$ cat config.mk
export PLATFORM = sky130hd
export DESIGN_NAME = bw_mult_top
export DESIGN_NICKNAME = d
export VERILOG_FILES = /design/src/rtl/bw_mult_pkg.sv /design/src/rtl/bw_pp_array.sv /design/src/rtl/bw_fmt.sv /design/src/rtl/bw_mult_top.sv
export SDC_FILE = /design/constraint.sdc
export NUM_CORES = 1
export LEC_CHECK = 0
export ABC_AREA = 1
export BUFFER_PORTS_ARGS = -buffer_cell sky130_fd_sc_hd__clkbuf_2
export CORE_ASPECT_RATIO = 0.7
export CORE_UTILIZATION = 46
export DETAILED_ROUTE_END_ITERATION = 8
export PLACE_DENSITY_LB_ADDON = 0.12
export SYNTH_ARGS = -nofsm -noshare
export SYNTH_HDL_FRONTEND = slang
export SYNTH_SLANG_ARGS = --single-unit
$ cat constraint.sdc
create_clock -name clk_i -period 6.45 [get_ports clk_i]
set_clock_uncertainty 0.15 [all_clocks]
set_input_delay 0.3225 -clock clk_i [delete_from_list [all_inputs] [get_ports clk_i]]
set_output_delay 0.3225 -clock clk_i [all_outputs]
set_load 0.02 [all_outputs]
$ cat src/rtl/bw_mult_pkg.sv
package bw_mult_pkg;

  typedef enum logic [1:0] {
    FMT_FULL  = 2'd0,
    FMT_HI    = 2'd1,
    FMT_HI_SH = 2'd2,
    FMT_SPLIT = 2'd3
  } fmt_e;

endpackage

$ cat src/rtl/bw_pp_array.sv
// Baugh-Wooley array: inverted mixed-sign terms plus correction constant.
module bw_pp_array #(
  parameter int A_W = 8,
  parameter int B_W = 8
) (
  input  logic [A_W-1:0]     a_i,
  input  logic [B_W-1:0]     b_i,
  output logic [A_W+B_W-1:0] prod_o
);

  localparam int P = A_W + B_W;
  localparam logic [P-1:0] ONE  = {{(P-1){1'b0}}, 1'b1};
  localparam logic [P-1:0] BW_K = (ONE << (P-1)) + (ONE << (A_W-1)) + (ONE << (B_W-1));

  logic [B_W-1:0][A_W-1:0] pp;
  logic [P-1:0]            row [B_W];
  logic [P-1:0]            acc [B_W+1];

  for (genvar j = 0; j < B_W; j++) begin : g_row
    for (genvar i = 0; i < A_W; i++) begin : g_bit
      localparam bit INV = (i == A_W-1) ^ (j == B_W-1);
      if (INV) begin : g_inv
        assign pp[j][i] = ~(a_i[i] & b_i[j]);
      end else begin : g_pos
        assign pp[j][i] = a_i[i] & b_i[j];
      end
    end
    assign row[j]   = {{B_W{1'b0}}, pp[j]} << j;
    assign acc[j+1] = acc[j] + row[j];
  end

  assign acc[0] = BW_K;
  assign prod_o = acc[B_W];

endmodule

$ cat src/rtl/bw_fmt.sv
// Narrows the product for a half-width bus; holds the high half of a split.
module bw_fmt
  import bw_mult_pkg::*;
#(
  parameter int P = 16
) (
  input  logic         clk_i,
  input  logic         rst_ni,
  input  logic         valid_i,
  input  fmt_e         fmt_i,
  input  logic [P-1:0] prod_i,
  output logic [P-1:0] data_o,
  output logic         valid_o,
  output logic         busy_o
);

  localparam int H = P / 2;

  logic         pend_q, pend_d;
  logic [H-1:0] hi_q, hi_d;

  always_comb begin
    data_o  = '0;
    valid_o = 1'b0;
    pend_d  = 1'b0;
    hi_d    = hi_q;
    if (pend_q) begin
      data_o  = P'(hi_q);
      valid_o = 1'b1;
    end else if (valid_i) begin
      valid_o = 1'b1;
      unique case (fmt_i)
        FMT_FULL:  data_o = prod_i;
        FMT_HI:    data_o = P'(prod_i[P-1 -: H]);
        FMT_HI_SH: data_o = P'(prod_i[P-2 -: H]);
        FMT_SPLIT: begin
          data_o = P'(prod_i[H-1:0]);
          pend_d = 1'b1;
          hi_d   = prod_i[P-1 -: H];
        end
        default:   data_o = '0;
      endcase
    end
  end

  always_ff @(posedge clk_i or negedge rst_ni) begin
    if (!rst_ni) begin
      pend_q <= 1'b0;
      hi_q   <= '0;
    end else begin
      pend_q <= pend_d;
      hi_q   <= hi_d;
    end
  end

  assign busy_o = pend_q;

endmodule

$ cat src/rtl/bw_mult_top.sv
module bw_mult_top
  import bw_mult_pkg::*;
#(
  parameter int A_W    = 8,
  parameter int B_W    = 8,
  parameter bit REG_IO = 1'b1
) (
  input  logic               clk_i,
  input  logic               rst_ni,
  input  logic               valid_i,
  input  logic [A_W-1:0]     a_i,
  input  logic [B_W-1:0]     b_i,
  input  logic [1:0]         fmt_i,
  output logic               valid_o,
  output logic [A_W+B_W-1:0] data_o
);

  localparam int P = A_W + B_W;

  logic           v_s;
  logic [A_W-1:0] a_s;
  logic [B_W-1:0] b_s;
  logic [1:0]     f_s;
  logic [P-1:0]   prod_w;
  logic [P-1:0]   data_c;
  logic           valid_c;
  logic           busy_w;

  if (REG_IO) begin : g_in_reg
    always_ff @(posedge clk_i or negedge rst_ni) begin
      if (!rst_ni) begin
        v_s <= 1'b0;
        a_s <= '0;
        b_s <= '0;
        f_s <= '0;
      end else begin
        v_s <= valid_i;
        a_s <= a_i;
        b_s <= b_i;
        f_s <= fmt_i;
      end
    end
  end else begin : g_in_comb
    assign v_s = valid_i;
    assign a_s = a_i;
    assign b_s = b_i;
    assign f_s = fmt_i;
  end

  bw_pp_array #(.A_W(A_W), .B_W(B_W)) i_array (
    .a_i    (a_s),
    .b_i    (b_s),
    .prod_o (prod_w)
  );

  bw_fmt #(.P(P)) i_fmt (
    .clk_i   (clk_i),
    .rst_ni  (rst_ni),
    .valid_i (v_s),
    .fmt_i   (fmt_e'(f_s)),
    .prod_i  (prod_w),
    .data_o  (data_c),
    .valid_o (valid_c),
    .busy_o  (busy_w)
  );

  if (REG_IO) begin : g_out_reg
    always_ff @(posedge clk_i or negedge rst_ni) begin
      if (!rst_ni) begin
        valid_o <= 1'b0;
        data_o  <= '0;
      end else begin
        valid_o <= valid_c;
        data_o  <= data_c;
      end
    end
  end else begin : g_out_comb
    assign valid_o = valid_c;
    assign data_o  = data_c;
  end

endmodule

==> results of run 1 <==
[registers in the layout, summed over array words and instances (netlist names)]
name          count
i_fmt.hi_q        8
v_s               1
i_fmt.busy_o      1
b_s               8
valid_o           1
a_s               8
data_o           16
f_s               2
[what timing repair did]
item | CTS | global route
endpoints found under the hold margin | 62 | 0
resized for setup | 0 | 0
hold buffers | 18 | 0
endpoints found under the setup margin | 0 | 0
[logic make-up after synthesis]
logic type,after synthesis,share of synthesized area [%]
compound gates,27,3.950
xor+xnor,3,0.6914
fa+ha+maj,69,30.22
buf+inv,130,13.10
flops,45,29.62
simple gates,205,22.42
[worst max path at each step]
stage / startpoint / cells past startpoint / to
global placement: b_s[2] / 18 / data_o[6]
detailed placement: b_s[5] / 19 / data_o[7]
CTS: b_s[2] / 18 / data_o[6]
floorplan: a_s[4] / 22 / data_o[6]
finish: b_s[2] / 18 / data_o[7]
global route: b_s[2] / 18 / data_o[7]
[worst reg2reg max path, cell delays in order, from the launching register on]
cell and delay, ns:
dfrtp_1 0.53, nand2_1 0.14, fa_1 0.53, fa_1 0.52, fa_1 0.54, inv_1 0.05, fa_1 0.52, inv_1 0.04
ha_1 0.34, a21oi_1 0.23, nand2_1 0.13, nand2_1 0.13, nand3_1 0.09, nand2_2 0.10, nand3_1 0.07, nand2_1 0.08
nand2_1 0.05, nand2_1 0.06, nand2_1 0.05
[final cells by class]
class                      count  area (sq um)  area share, %
multi-input combinational    304          2177          49.49
sequential                    45          1126          25.60
inverter                     112         420.4          9.556
timing repair buffer          56         372.9          8.476
clock buffer                   6         138.9          3.157
tap                          101         126.4          2.873
clock inverter                 2         37.54         0.8532
[report_power, final]
part | internal [mW] | switching (mW) | total [mW] | leakage, nW
Combinational | 0.336 | 0.591 | 0.927 | 2.02
Clock | 0.193 | 0.110 | 0.303 | 0.0831
Sequential | 0.339 | 0.0365 | 0.376 | 0.557
[layout by cell type (no fill, tap or decap), types with 2 or more instances in the layout]
cell,Yosys,layout
inv_2,2,2
inv_1,110,110
clkbuf_2,0,37
o21ai_0,7,7
clkbuf_16,0,5
fa_1,38,38
nor2_1,23,23
ha_1,31,31
dfrtp_1,45,45
nand2_1,148,148
xnor2_1,2,2
nand3_1,23,23
o21ai_1,4,4
a21oi_1,10,10
dlygate4sd3_1,0,18
a31oi_1,2,2
nand4_1,2,2
o21bai_1,2,2
[through the flow]
step	utilization, %	worst slack (ns)	area, sq um	instances	hold WS (ns)
2_1_floorplan	-	2.292	3801	479	-0.1231
3_3_place_gp	50.92	1.989	4043	600	0.2805
3_5_place_dp	50.92	2.004	4043	600	0.2821
4_1_cts	55.41	1.980	4399	626	0.003020
5_1_grt	55.41	1.626	4399	626	0.005710
6_report	55.41	1.985	4399	626	0.001091
[metal layers]
layer | GRT usage, % | vias up
met5 | 0 | -
met4 | 4.000 | 0
met3 | 3.784 | 4
met2 | 33.17 | 60
met1 | 32.22 | 1384
li1 | - | 1495
==> reports/metrics.yaml, run 1 <==
status: "finished clean"
finalHoldViolCount: 0
ys_async_sr_fraction_pct: 100.0
route.vias.total: 2943
dieArea_sq_um: 8637
ys_types: 30
yosysMostFrequentCell: "nand2_1"
clk_latency_ns: 0.29
rsz0062_at_grt: "no"
design.core.area_sq_um: 7939
period_needed_ns: 4.465
gp_congestion: 0.8652
antenna_left: 0
wl_um: 8113
arrival_ns: 4.50
critical_path_class: "reg2reg"
synthCells: 479
p_leak_nw: 2.657
wl_met1_um: 4157
finalNetCount: 614
critPathMaxFanout: 8
grt_pass1_wl_um: 14630
synth.avg_cell_area_sq_um: 7.936
max-slew-margin-rel_pct: 62.27
critPathTopFamily: "adder cells"
drive_above_1_share_pct: 10.67
finalSetupViolCount: 0
path_cells: "nand2_1 > fa_1 > fa_1 > fa_1 > inv_1 > fa_1 > inv_1 > ha_1 > a21oi_1 > nand2_1 > nand2_1 > nand3_1 > nand2_2 > nand3_1 > nand2_1 > nand2_1 > nand2_1 > nand2_1"
synth_top_area_share_pct: 29.62
nFillCells: 770
hold_end: "a_s[2]"
avgViaCountPerCell: 4.701
grt_max_degree: 46
required_ns: 6.48
slew_viol_final: 0
power.total_mw: 1.606
cts-root-buf: "clkbuf_16"
grt_remaining_overflow: 0
n_antenna_cell: 0
synth_nets: 569
ys_ff_latch: 45
drt_first_pass_iters: 4
min_path_cells: 1
r2r_slack_ns: 1.98
portBuffers: 37
fmax_ghz: 0.2239
drt_iter0_markers: 130
cts_sinks: 45
dp_hpwl_um: 6331
synth_commonest_cells: "nand2_1, inv_1, dfrtp_1"
ff2ff_path_depth: 18
path_buf_inv: 2
htree_levels: 2
cts_tree: "done"
cts_buffers: 5
synth_edf_count: 0
ys.flop_type: "dfrtp_1"
wl_met2_um: 3480
cpPeakStageDelay_ns: 0.54
start_util_pct: 47.88
yosysWarnings: 0
antenna_found_initial: 0
final.period_utilization_pct: 69.23
syn2layout_area_growth_pct: 15.73
reg2reg_from: "b_s[2]"
tightest_slew_ns: 0.5660
tns_ns: 0
clk_pin_slew_worst_paths_ns: 0.06
io_pins: 38
synth_top_area_cell: "dfrtp_1"
cts_setup_buffers: 0
ys_top_cells_by_area: "dfrtp_1, fa_1, nand2_1, inv_1, ha_1"
cpMostUsedCell: "nand2_1"
endpoint_kind: "flop"
ir_drop_mv: 0.1851
maxCapViolCount: 0
ys_seq_area_share_pct: 29.62
fp-row-count: 27
start_kind: "flop"
syn-cell-area_sq_um: 3801
route.met3.wl_um: 421
post-route-drc-count: 0
min-delay-start: "a_i[2]"
grt_pass1_vias: 3065
cp_slowest_cell: "fa_1"
hold_class: "in2reg"
die_x_um: 110.7
highest_layer: "met4"
cellPowerDensity_nw_per_um2: 365.0
die_h_um: 78.06
wl_per_cell_um: 12.96
worstReg2RegEnd: "data_o[7]"
grt_usage_pct: 21.54
clk_path_buf_depth: 2
(Power assumes the default switching activity.)
==> run 2: changes to the inputs <==
==> constraint.sdc (replaced) <==
create_clock -name clk_i -period 4.19 [get_ports clk_i]
set_clock_uncertainty 0.15 [all_clocks]
set_input_delay 0.2095 -clock clk_i [delete_from_list [all_inputs] [get_ports clk_i]]
set_output_delay 0.2095 -clock clk_i [all_outputs]
set_load 0.02 [all_outputs]
==> reports/metrics.yaml, run 2 (synthesis results as in run 1) <==
cts-root-buf: "clkbuf_16"
period_needed_ns: 4.164
largest_reg_flops: 16
start_kind: "flop"
slew_viol_final: 0
design.core.area_sq_um: 7939
regMostFlops: "data_o"
syn2layout_area_growth_pct: 35.42
worst_slack_ns: 0.02569
portBuffers: 37
fmax_ghz: 0.2401
post-route-drc-count: 0
gp_congestion: 0.8518
drt_first_pass_iters: 4
finalSetupViolCount: 0
startpoint: "a_s[2]"
final.period_utilization_pct: 99.39
io_pins: 38
grt_pass1_wl_um: 15080
nFillCells: 668
layout_common_cells: "nand2_1, inv_1, buf_4"
critPathMaxFanout: 5
cts_tree: "done"
htree_levels: 2
endpoint_kind: "flop"
clk_latency_ns: 0.29
wl_per_cell_um: 13.53
path_cells: "buf_6 > nand2_4 > inv_2 > fa_1 > fa_2 > fa_1 > fa_1 > ha_4 > nand2_4 > nor2_2 > nor2_1 > inv_1 > nand2_2 > nand3_2 > nand3_2 > nand2_1 > nand2_1 > nand2_1 > nand2_1"
cpMostUsedCell: "nand2_1"
route.vias.total: 3174
critical_path_class: "reg2reg"
clk_pin_slew_worst_paths_ns: 0.07
cellPowerDensity_nw_per_um2: 638.7
grt_pass1_vias: 3114
drive_above_1_share_pct: 30.19
tightest_slew_ns: 0.6991
p_leak_nw: 2.944
start_util_pct: 47.88
antenna_found_initial: 0
cp_slowest_cell: "fa_2"
cpPeakStageDelay_ns: 0.57
cts_buffers: 5
rsz0062_at_grt: "yes"
grt_usage_pct: 22.47
power.total_mw: 3.288
fp-row-count: 27
dp_slack_ns: -0.1164
clk_path_buf_depth: 2
finalNetCount: 662
min-delay-start: "v_s"
dieArea_sq_um: 8637
grt_remaining_overflow: 0
grt_max_degree: 46
tns_ns: 0
wl_um: 9117
mostFrequentLayoutCell: "nand2_1"
n_antenna_cell: 0
dp_hpwl_um: 6792
die_x_um: 110.7
hold_class: "reg2reg"
status: "finished clean"
avgViaCountPerCell: 4.709
finalHoldViolCount: 0
required_ns: 4.22
max-slew-margin-rel_pct: 53.22
drt_iter0_markers: 266
maxCapViolCount: 0
die_h_um: 78.06
arrival_ns: 4.19
reg2reg_from: "a_s[2]"
antenna_left: 0
ir_drop_mv: 0.3680
cts_sinks: 45
==> run 2: cell count changes in the layout (fill, tap and decap cells not counted), moves of 10 or more <==
cell / change
ha_1: -10
buf_4: +42
nand2_1: -19
nand2_2: +14
ha_4: +10
==> run 2: area by class of cell <==
type / instances / area (sq um) / share of cell area [%]
Tap cell: 101 / 126.4 / 2.455
Clock inverter: 2 / 37.54 / 0.7292
Inverter: 112 / 420.4 / 8.167
Multi-Input combinational cell: 304 / 2537 / 49.29
Timing Repair Buffer: 104 / 753.2 / 14.63
Clock buffer: 6 / 138.9 / 2.698
Sequential cell: 45 / 1134 / 22.02
==> run 2: what timing repair did <==
action	4_1_cts	5_1_grt
cloned	0	0
setup buffers	5	5
hold buffers	20	0
resized for setup	21	69
pin swaps	9	39
endpoints found under the hold margin	64	0
setup endpoints to repair	15	23
==> run 2: per-layer routing <==
| metal | up-vias | GRT usage, % | wire, um |
|---|---|---|---|
| met5 | - | 0 | 0 |
| met4 | 0 | 5.467 | 119 |
| met3 | 11 | 4.865 | 510 |
| met2 | 78 | 32.61 | 3942 |
| met1 | 1493 | 34.04 | 4544 |
| li1 | 1592 | - | - |
==> run 2: final timing paths <==
| path | to | depth (start not counted) | slack [ns] |
|---|---|---|---|
| min reg2reg | valid_o | 1 | 0.32 |
| min | valid_o | 1 | 0.32 |
| min in group asynchronous | data_o[2] | 3 | 0.39 |
| max | data_o[5] | 19 | 0.03 |
| max reg2reg | data_o[5] | 19 | 0.03 |
| max in group asynchronous | b_s[4] | 3 | 3.08 |
==> run 2: where the power goes <==
group          switching, mW  internal (mW)  total, mW
clock                  0.173          0.298      0.471
sequential            0.0447          0.523      0.568
combinational           1.27          0.979       2.25
total                   1.49           1.80       3.29
==> run 2: worst max-delay path, delay by kind of cell (launching register included) <==
kind | cells | cell delay (ns)
DFF | 1 | 0.45
and+or+nand+nor | 11 | 0.80
buffers and inverters | 3 | 0.26
adders and majority gates | 5 | 2.37
==> run 2: per-stage QoR <==
stage          hold slack [ns]  area (sq um)  cells  util (%)
6_report                0.3239          5147    674     64.84
5_1_grt                 0.3498          5147    674     64.84
4_1_cts                 0.3324          4817    669     60.68
3_5_place_dp            0.1691          4313    636     54.33
3_3_place_gp            0.1682          4313    636     54.33
2_1_floorplan          -0.2361          3801    479         -
